==> src/rtl/magic_wake_pkg.sv <==
package magic_wake_pkg;

  // Strobes from the control module to the datapath.
  typedef struct packed {
    logic frameStart;   // current byte opens a new frame
    logic takeByte;     // current byte belongs to a frame
  } ctrlStrobes_t;

  // Compare results from the datapath to the control module.
  typedef struct packed {
    logic inPayload;    // current byte lies at offset 12 or later
    logic destOk;       // destination is own address or broadcast
    logic isFF;         // current byte is 0xFF
    logic matchExpect;  // current byte equals the selected address byte
    logic matchFirst;   // current byte equals the first address byte
  } dpStatus_t;

  typedef enum logic {
    PH_SYNC = 1'b0,
    PH_ADDR = 1'b1
  } searchPhase_t;

endpackage

==> src/rtl/magic_wake_datapath.sv <==
module magic_wake_datapath
  import magic_wake_pkg::*;
#(
  parameter int ADDR_BYTES = 6
) (
  input  logic                          clk,
  input  logic                          rstN,
  input  logic [7:0]                    rxData,
  input  logic [8*ADDR_BYTES-1:0]       stationAddr,
  input  ctrlStrobes_t                  ctrl,
  input  logic [$clog2(ADDR_BYTES)-1:0] addrSel,
  output dpStatus_t                     stat
);

  localparam int HEADER_LEN = 2 * ADDR_BYTES;
  localparam int IDX_W      = $clog2(HEADER_LEN + 1);

  logic [7:0]       addrByte [ADDR_BYTES];
  logic [IDX_W-1:0] byteIdx;
  logic [IDX_W-1:0] curIdx;
  logic             inDest;
  logic             ownHit;
  logic             ownOk;
  logic             bcastOk;

  // Address bytes in wire order: the lowest byte goes out first.
  for (genvar gi = 0; gi < ADDR_BYTES; gi++) begin : g_addrByte
    assign addrByte[gi] = stationAddr[8*gi +: 8];
  end

  assign curIdx = ctrl.frameStart ? '0 : byteIdx;
  assign inDest = (curIdx < IDX_W'(ADDR_BYTES));

  always_comb begin
    ownHit = 1'b0;
    for (int i = 0; i < ADDR_BYTES; i++) begin
      if (curIdx == IDX_W'(i) && rxData == addrByte[i]) begin
        ownHit = 1'b1;
      end
    end
  end

  // Frame offset counter, saturating at the first payload offset.
  always_ff @(posedge clk or negedge rstN) begin
    if (!rstN) begin
      byteIdx <= '0;
    end else if (ctrl.takeByte) begin
      if (curIdx == IDX_W'(HEADER_LEN)) begin
        byteIdx <= IDX_W'(HEADER_LEN);
      end else begin
        byteIdx <= curIdx + IDX_W'(1);
      end
    end
  end

  // Destination qualification, built byte by byte.
  always_ff @(posedge clk or negedge rstN) begin
    if (!rstN) begin
      ownOk   <= 1'b0;
      bcastOk <= 1'b0;
    end else if (ctrl.takeByte && inDest) begin
      if (ctrl.frameStart) begin
        ownOk   <= ownHit;
        bcastOk <= (rxData == 8'hFF);
      end else begin
        ownOk   <= ownOk & ownHit;
        bcastOk <= bcastOk & (rxData == 8'hFF);
      end
    end
  end

  assign stat.inPayload   = (curIdx == IDX_W'(HEADER_LEN));
  assign stat.destOk      = ownOk | bcastOk;
  assign stat.isFF        = (rxData == 8'hFF);
  assign stat.matchExpect = (rxData == addrByte[addrSel]);
  assign stat.matchFirst  = (rxData == addrByte[0]);

  // the offset counter never passes the header length.
  assert_idx_saturates_R3: assert property (@(posedge clk) disable iff (!rstN)
    byteIdx <= IDX_W'(HEADER_LEN));

  // inside the header, each frame byte moves the offset by exactly one.
  assert_idx_steps_R3: assert property (@(posedge clk) disable iff (!rstN)
    (ctrl.takeByte && !ctrl.frameStart && byteIdx < IDX_W'(HEADER_LEN))
      |=> byteIdx == $past(byteIdx) + IDX_W'(1));

endmodule

==> src/rtl/magic_wake_control.sv <==
module magic_wake_control
  import magic_wake_pkg::*;
#(
  parameter int ADDR_BYTES = 6,
  parameter int SYNC_LEN   = 6,
  parameter int REPEATS    = 16
) (
  input  logic                          clk,
  input  logic                          rstN,
  input  logic                          rxValid,
  input  logic                          rxSof,
  input  logic                          rxEof,
  input  logic                          modeEnable,
  input  logic                          statusClear,
  input  dpStatus_t                     stat,
  output ctrlStrobes_t                  ctrl,
  output logic [$clog2(ADDR_BYTES)-1:0] addrSel,
  output logic                          wakeStatus
);

  localparam int SEL_W = $clog2(ADDR_BYTES);
  localparam int FF_W  = $clog2(SYNC_LEN + 1);
  localparam int REP_W = $clog2(REPEATS);

  logic             inFrame;
  logic             searchByte;
  logic             detect;

  searchPhase_t     phase,    phaseNext;
  logic [FF_W-1:0]  ffCount,  ffCountNext;
  logic [SEL_W-1:0] addrIdx,  addrIdxNext;
  logic [REP_W-1:0] repCount, repCountNext;
  logic             found,    foundNext;

  // Framing: bytes count only from a start mark up to an end mark.
  always_ff @(posedge clk or negedge rstN) begin
    if (!rstN) begin
      inFrame <= 1'b0;
    end else if (rxValid) begin
      if (rxEof) begin
        inFrame <= 1'b0;
      end else if (rxSof) begin
        inFrame <= 1'b1;
      end
    end
  end

  assign ctrl.frameStart = rxValid & rxSof;
  assign ctrl.takeByte   = rxValid & (rxSof | inFrame);

  assign searchByte = ctrl.takeByte & stat.inPayload & stat.destOk
                    & modeEnable & ~found;

  // Sync run and address repeat search.
  always_comb begin
    phaseNext    = phase;
    ffCountNext  = ffCount;
    addrIdxNext  = addrIdx;
    repCountNext = repCount;
    foundNext    = found;
    detect       = 1'b0;
    if (ctrl.frameStart) begin
      phaseNext    = PH_SYNC;
      ffCountNext  = '0;
      addrIdxNext  = '0;
      repCountNext = '0;
      foundNext    = 1'b0;
    end else if (searchByte) begin
      if (phase == PH_SYNC) begin
        if (ffCount == FF_W'(SYNC_LEN) && stat.matchFirst) begin
          phaseNext    = PH_ADDR;
          addrIdxNext  = SEL_W'(1);
          repCountNext = '0;
        end else if (stat.isFF) begin
          if (ffCount != FF_W'(SYNC_LEN)) begin
            ffCountNext = ffCount + FF_W'(1);
          end
        end else begin
          ffCountNext = '0;
        end
      end else begin
        if (stat.matchExpect) begin
          if (addrIdx == SEL_W'(ADDR_BYTES - 1)) begin
            addrIdxNext = '0;
            if (repCount == REP_W'(REPEATS - 1)) begin
              detect      = 1'b1;
              foundNext   = 1'b1;
              phaseNext   = PH_SYNC;
              ffCountNext = '0;
            end else begin
              repCountNext = repCount + REP_W'(1);
            end
          end else begin
            addrIdxNext = addrIdx + SEL_W'(1);
          end
        end else begin
          phaseNext   = PH_SYNC;
          addrIdxNext = '0;
          ffCountNext = stat.isFF ? FF_W'(1) : '0;
        end
      end
    end
  end

  always_ff @(posedge clk or negedge rstN) begin
    if (!rstN) begin
      phase    <= PH_SYNC;
      ffCount  <= '0;
      addrIdx  <= '0;
      repCount <= '0;
      found    <= 1'b0;
    end else begin
      phase    <= phaseNext;
      ffCount  <= ffCountNext;
      addrIdx  <= addrIdxNext;
      repCount <= repCountNext;
      found    <= foundNext;
    end
  end

  assign addrSel = addrIdx;

  // Sticky status: a detection wins over a clear in the same cycle.
  always_ff @(posedge clk or negedge rstN) begin
    if (!rstN) begin
      wakeStatus <= 1'b0;
    end else if (detect) begin
      wakeStatus <= 1'b1;
    end else if (statusClear) begin
      wakeStatus <= 1'b0;
    end
  end

  // without a clear strobe, a set status stays set.
  assert_status_sticky_R8: assert property (@(posedge clk) disable iff (!rstN)
    (wakeStatus && !statusClear) |=> wakeStatus);

  // the status only falls after a clear strobe.
  assert_status_fall_R8: assert property (@(posedge clk) disable iff (!rstN)
    $fell(wakeStatus) |-> $past(statusClear));

  // the status only rises after a byte seen in wake mode.
  assert_rise_needs_mode_R10: assert property (@(posedge clk) disable iff (!rstN)
    $rose(wakeStatus) |-> $past(modeEnable));

  // the status only rises on a qualified destination.
  assert_rise_needs_dest_R2: assert property (@(posedge clk) disable iff (!rstN)
    $rose(wakeStatus) |-> $past(stat.destOk));

  // the status only rises while the last address repeat is in progress.
  assert_rise_on_last_repeat_R4: assert property (@(posedge clk) disable iff (!rstN)
    $rose(wakeStatus) |-> ($past(phase) == PH_ADDR && $past(repCount) == REP_W'(REPEATS - 1)));

  // the sync counter stays within the run length.
  assert_sync_bound_R6: assert property (@(posedge clk) disable iff (!rstN)
    ffCount <= FF_W'(SYNC_LEN));

endmodule

==> src/rtl/magic_wake_detect.sv <==
module magic_wake_detect
  import magic_wake_pkg::*;
#(
  parameter int ADDR_BYTES = 6,
  parameter int SYNC_LEN   = 6,
  parameter int REPEATS    = 16
) (
  input  logic                    clk,
  input  logic                    rstN,
  input  logic                    rxValid,
  input  logic [7:0]              rxData,
  input  logic                    rxSof,
  input  logic                    rxEof,
  input  logic [8*ADDR_BYTES-1:0] stationAddr,
  input  logic                    modeEnable,
  input  logic                    irqEnable,
  input  logic                    pmeEnable,
  input  logic                    statusClear,
  output logic                    rxBlock,
  output logic                    wakeStatus,
  output logic                    hostIrq,
  output logic                    pmeEvent
);

  localparam int SEL_W = $clog2(ADDR_BYTES);

  ctrlStrobes_t     ctrl;
  dpStatus_t        stat;
  logic [SEL_W-1:0] addrSel;

  magic_wake_datapath #(
    .ADDR_BYTES(ADDR_BYTES)
  ) u_datapath (
    .clk        (clk),
    .rstN       (rstN),
    .rxData     (rxData),
    .stationAddr(stationAddr),
    .ctrl       (ctrl),
    .addrSel    (addrSel),
    .stat       (stat)
  );

  magic_wake_control #(
    .ADDR_BYTES(ADDR_BYTES),
    .SYNC_LEN  (SYNC_LEN),
    .REPEATS   (REPEATS)
  ) u_control (
    .clk        (clk),
    .rstN       (rstN),
    .rxValid    (rxValid),
    .rxSof      (rxSof),
    .rxEof      (rxEof),
    .modeEnable (modeEnable),
    .statusClear(statusClear),
    .stat       (stat),
    .ctrl       (ctrl),
    .addrSel    (addrSel),
    .wakeStatus (wakeStatus)
  );

  assign rxBlock  = modeEnable;
  assign hostIrq  = wakeStatus & irqEnable;
  assign pmeEvent = wakeStatus & pmeEnable;

endmodule

==> config.mk <==
export PLATFORM = sky130hd
export DESIGN_NAME = magic_wake_detect
export DESIGN_NICKNAME = d
export VERILOG_FILES = /design/src/rtl/magic_wake_pkg.sv /design/src/rtl/magic_wake_datapath.sv /design/src/rtl/magic_wake_control.sv /design/src/rtl/magic_wake_detect.sv
export SDC_FILE = /design/constraint.sdc
export NUM_CORES = 1
export LEC_CHECK = 0
export ABC_AREA = 1
export ABC_CLOCK_PERIOD_IN_PS = 2100
export BUFFER_PORTS_ARGS = -buffer_cell sky130_fd_sc_hd__buf_2
export CAP_MARGIN = 0
export CELL_PAD_IN_SITES_DETAIL_PLACEMENT = 0
export CELL_PAD_IN_SITES_GLOBAL_PLACEMENT = 2
export CORE_UTILIZATION = 28
export DETAILED_ROUTE_END_ITERATION = 6
export HOLD_SLACK_MARGIN = 0.1
export PLACE_DENSITY = 0.86
export SYNTH_ARGS = -nofsm -noshare
export SYNTH_HDL_FRONTEND = slang
export SYNTH_SLANG_ARGS = --single-unit
==> constraint.sdc <==
create_clock -name clk -period 2.1 [get_ports clk]
set_input_delay 0.21 -clock clk [delete_from_list [all_inputs] [get_ports clk]]
set_output_delay 0.21 -clock clk [all_outputs]
set_load 0.005 [all_outputs]
==> results by group <==
Run status
  – Status: finished, violations left
  – Failing checks: DRC

Final layout
  – ANT cells: 0
  – Share of layout cells above drive strength 1: 0.2560
  – Synth-to-layout area growth: 22.49%
  – Fin nets: about 570
  – Util after Layout: 0.3594
  – Filler cell count in the final layout: about 1000

STA
  – Tcrit/Tclk final: 0.9151
  – Fmax: roughly 520 MHz
  – Final Hold Viols: 0
  – TNS Setup: 0 ps
  – Slew Viols, Final: 0
  – Unrepaired setup endpoints after global routing: no
  – Worst setup slack after layout: around 180 ps
  – Max transition margin: 0.6818
  – Setup violators final: 0
  – Final Skew: roughly 1.9 ps
  – Tmin final: roughly 1900 ps
  – Worst-Margin Slew: between 400 and 500 ps

Global route
  – Vias in the first global route: between 2000 and 3000
  – Largest net degree at the start of global routing: 21
  – Global-route wire length before repair: 13.60 mm
  – Met2 usage: 0.3061
  – Total GRT Usage: 0.1750
  – Initial antenna violation count: 0
  – Met1 usage: 0.2374
  – Remaining Overflow, GRT: 0
  – GRT busiest layer: met2
  – Met3 Usage GRT: 0.01489

Power
  – Gate power share: 0.490
  – Net Switching: 644.5 uW
  – Leak: about 1.7 nW
  – Seq pwr share: 0.312
  – Pwr dens: between 400 and 500 nW/um^2
  – Power Total: approximately 1.5 mW
  – Sw Ratio: 0.4164
  – Internal power: ~900 uW
  – Max IR drop VDD: 0.2579 mV
  – Clk pwr share: 0.198

Synthesis
  – Post-synth EDFFs: 0
  – Synthesized area per cell: 6.211 um^2
  – Synth warnings: 0
  – Register bit count reported by yosys: 20
  – Synth area leaders: nand2_1, dfrtp_1, xor2_1
  – Synth unique cells: 40
  – Cells after Synth: 420
  – Netlist Area Pre-Place: about 2600 um^2
  – Dominant synthesized flop cell: dfrtp_1
  – Seq/Total Area, Yosys: 0.1918
  – Yosys top cell by area: nand2_1
  – Async SR Flop Fraction: 1.000
  – Syn Nets: approximately 500
  – Area share of the largest cell type after synthesis: 0.2000

Setup path
  – Crit path capture type: flip-flop
  – Worst path arrival time: around 2100 ps
  – Crit Path Max Fanout: 16
  – Crit-path most repeated cell: nand2_1
  – CP Launch Type: flip-flop
  – Worst EP required: about 2300 ps
  – Slowest stage delay, CP: about 440 ps
  – Crit Path Category: reg -> reg
  – Crit path cell chain: buf_6 > or2_0 > o211ai_1 > nand2_1 > nand2_1 > nand2_1 > inv_1 > nand2_1 > nor2_4 > nand2_2 > nand2_2 > nand2_4 > nand2_1 > o21ai_2
  – Critical Path Slowest Stage Cell: dfrtp_1

Clocking
  – CTS HTree Levels: 1
  – Sink Count: 20
  – TritonCTS buffer count: 3
  – CTS clock-pin slew for the worst setup and hold paths: 80 ps
  – CTS root buf: clkbuf_8
  – Worst skew pair latency: roughly 260 ps
  – CTS tree: built
  – Clk buf depth: 2

Floorplan
  – Row cnt: 34
  – Initial core utilization: 0.2934
  – Top Ports: 69
  – Die Wd: approximately 99 um
  – Core area: about 8900 um^2
  – Die area: roughly 9700 um^2
  – Die H: approximately 99 um

Placed design
  – Post-place setup slack: between 100 and 150 ps
  – Gpl congestion: between 0.8 and 0.9
  – Dpl hpwl: about 6.8 mm
  – Port-buffer cells: 68

Routing
  – # DRC: 2
  – Wirelength per Cell: 13.68 um
  – Antenna viol nets, final: 0
  – DR iter-0 viols: approximately 100
  – Routed WL: between 8 and 9 mm
  – Vias per cell: between 4 and 5
  – Via count: around 2900
  – Total iterations of the first detailed-routing run: 6

Flow run
  – Max-cap violations: 0

Hold path
  – Worst Hold Class: in -> reg
-- sequential cells by signal, indices dropped and copies added (netlist names) --
name	cells
u_control.addrSel	3
u_control.ffCount	3
u_control.found	1
u_control.inFrame	1
u_control.phase	1
u_control.repCount	4
u_control.wakeStatus	1
u_datapath.bcastOk	1
u_datapath.byteIdx	4
u_datapath.ownOk	1
-- cell families after synthesis --
logic type / synth area share
AO/OA/AOI/OAI: 0.1228
XOR/XNOR: 0.1209
adder cells (fa/ha/maj): 0.01919
buffers and inverters: 0.1151
flip-flops: 0.1918
AND/OR/NAND/NOR: 0.4302
-- layout by cell type, fill, tap and decap left out, types with 3 or more instances in the layout --
cell	instances
a21oi_1	12
buf_2	68
buf_4	16
clkbuf_8	4
dfrtp_1	20
ha_1	4
inv_1	46
inv_2	4
nand2_1	139
nand2_2	8
nand3_1	28
nand4_1	13
nor2_1	21
nor2_4	4
nor3_1	6
nor4_1	6
o211ai_1	6
o21a_1	3
o21ai_0	14
o21ai_2	7
or2_2	5
xnor2_1	16
xor2_1	20
-- stage by stage --
stage / hold WS, ps / instances / cell area (um^2)
floorplan: -85.59 / 420 / 2609
global placement: 194.0 / 597 / 3100
detailed placement: 200.2 / 597 / 3100
CTS: 132.0 / 602 / 3166
global route: 128.3 / 604 / 3196
finish: 128.4 / 604 / 3196
-- synthesized netlist by cell type (all sizes together), types with 9 or more instances --
library cell and n:
nor2 27, nand2 149, inv 50, xnor2 16, dfrtp 20, or2 9, o21ai 23, buf 14
a21oi 12, nand3 29, nand4 14, xor2 20
-- power by group through the flow --
stage	clock, mW	sequential [mW]	combinational, mW
final	0.306	0.482	0.759
after detailed placement	0	0.489	0.734
after floorplan	0	0.478	0.534
after global placement	0	0.487	0.735
after global routing	0.331	0.493	0.853
after CTS	0.313	0.482	0.740
-- layer usage --
metal  vias to the layer above  share of wire
met5                         -              0
met4                         0         0.0075
met3                         6          0.032
met2                        44           0.48
met1                      1304           0.48
li1                       1499              -
-- cell type report --
cell class	count	area, um^2	area share
flip-flops and latches	20	500.5	0.1566
clock buffers	4	55.05	0.01723
well taps	108	135.1	0.04229
inverters	52	196.4	0.06147
multi-input cells	333	1815	0.5681
repair buffers	87	493.0	0.1543
-- what timing repair did --
action / CTS / global route
gates resized for setup: 0 / 4
endpoints found under the setup margin: 0 / 12
hold buffers: 1 / 0
setup buffers: 0 / 2
hold endpoints to repair: 20 / 0
-- worst max-delay path, delay by kind of cell (launching register included) --
kind,cells,cell delay (ps)
compound gates,2,160
buf+inv,2,240
flops,1,440
simple gates,10,980
-- worst paths after layout --
kind	cells after the start	slack [ps]	start	endpoint
max	14	180	u_control.addrSel[0]	u_control.repCount[3]
min	2	130	statusClear	u_control.wakeStatus
max reg2reg	14	180	u_control.addrSel[0]	u_control.repCount[3]
min reg2reg	2	510	u_datapath.bcastOk	u_datapath.bcastOk
max in group asynchronous	2	1350	rstN	u_control.addrSel[1]
min in group asynchronous	2	430	rstN	u_control.ffCount[1]
Power figures use the tool's default switching activity.
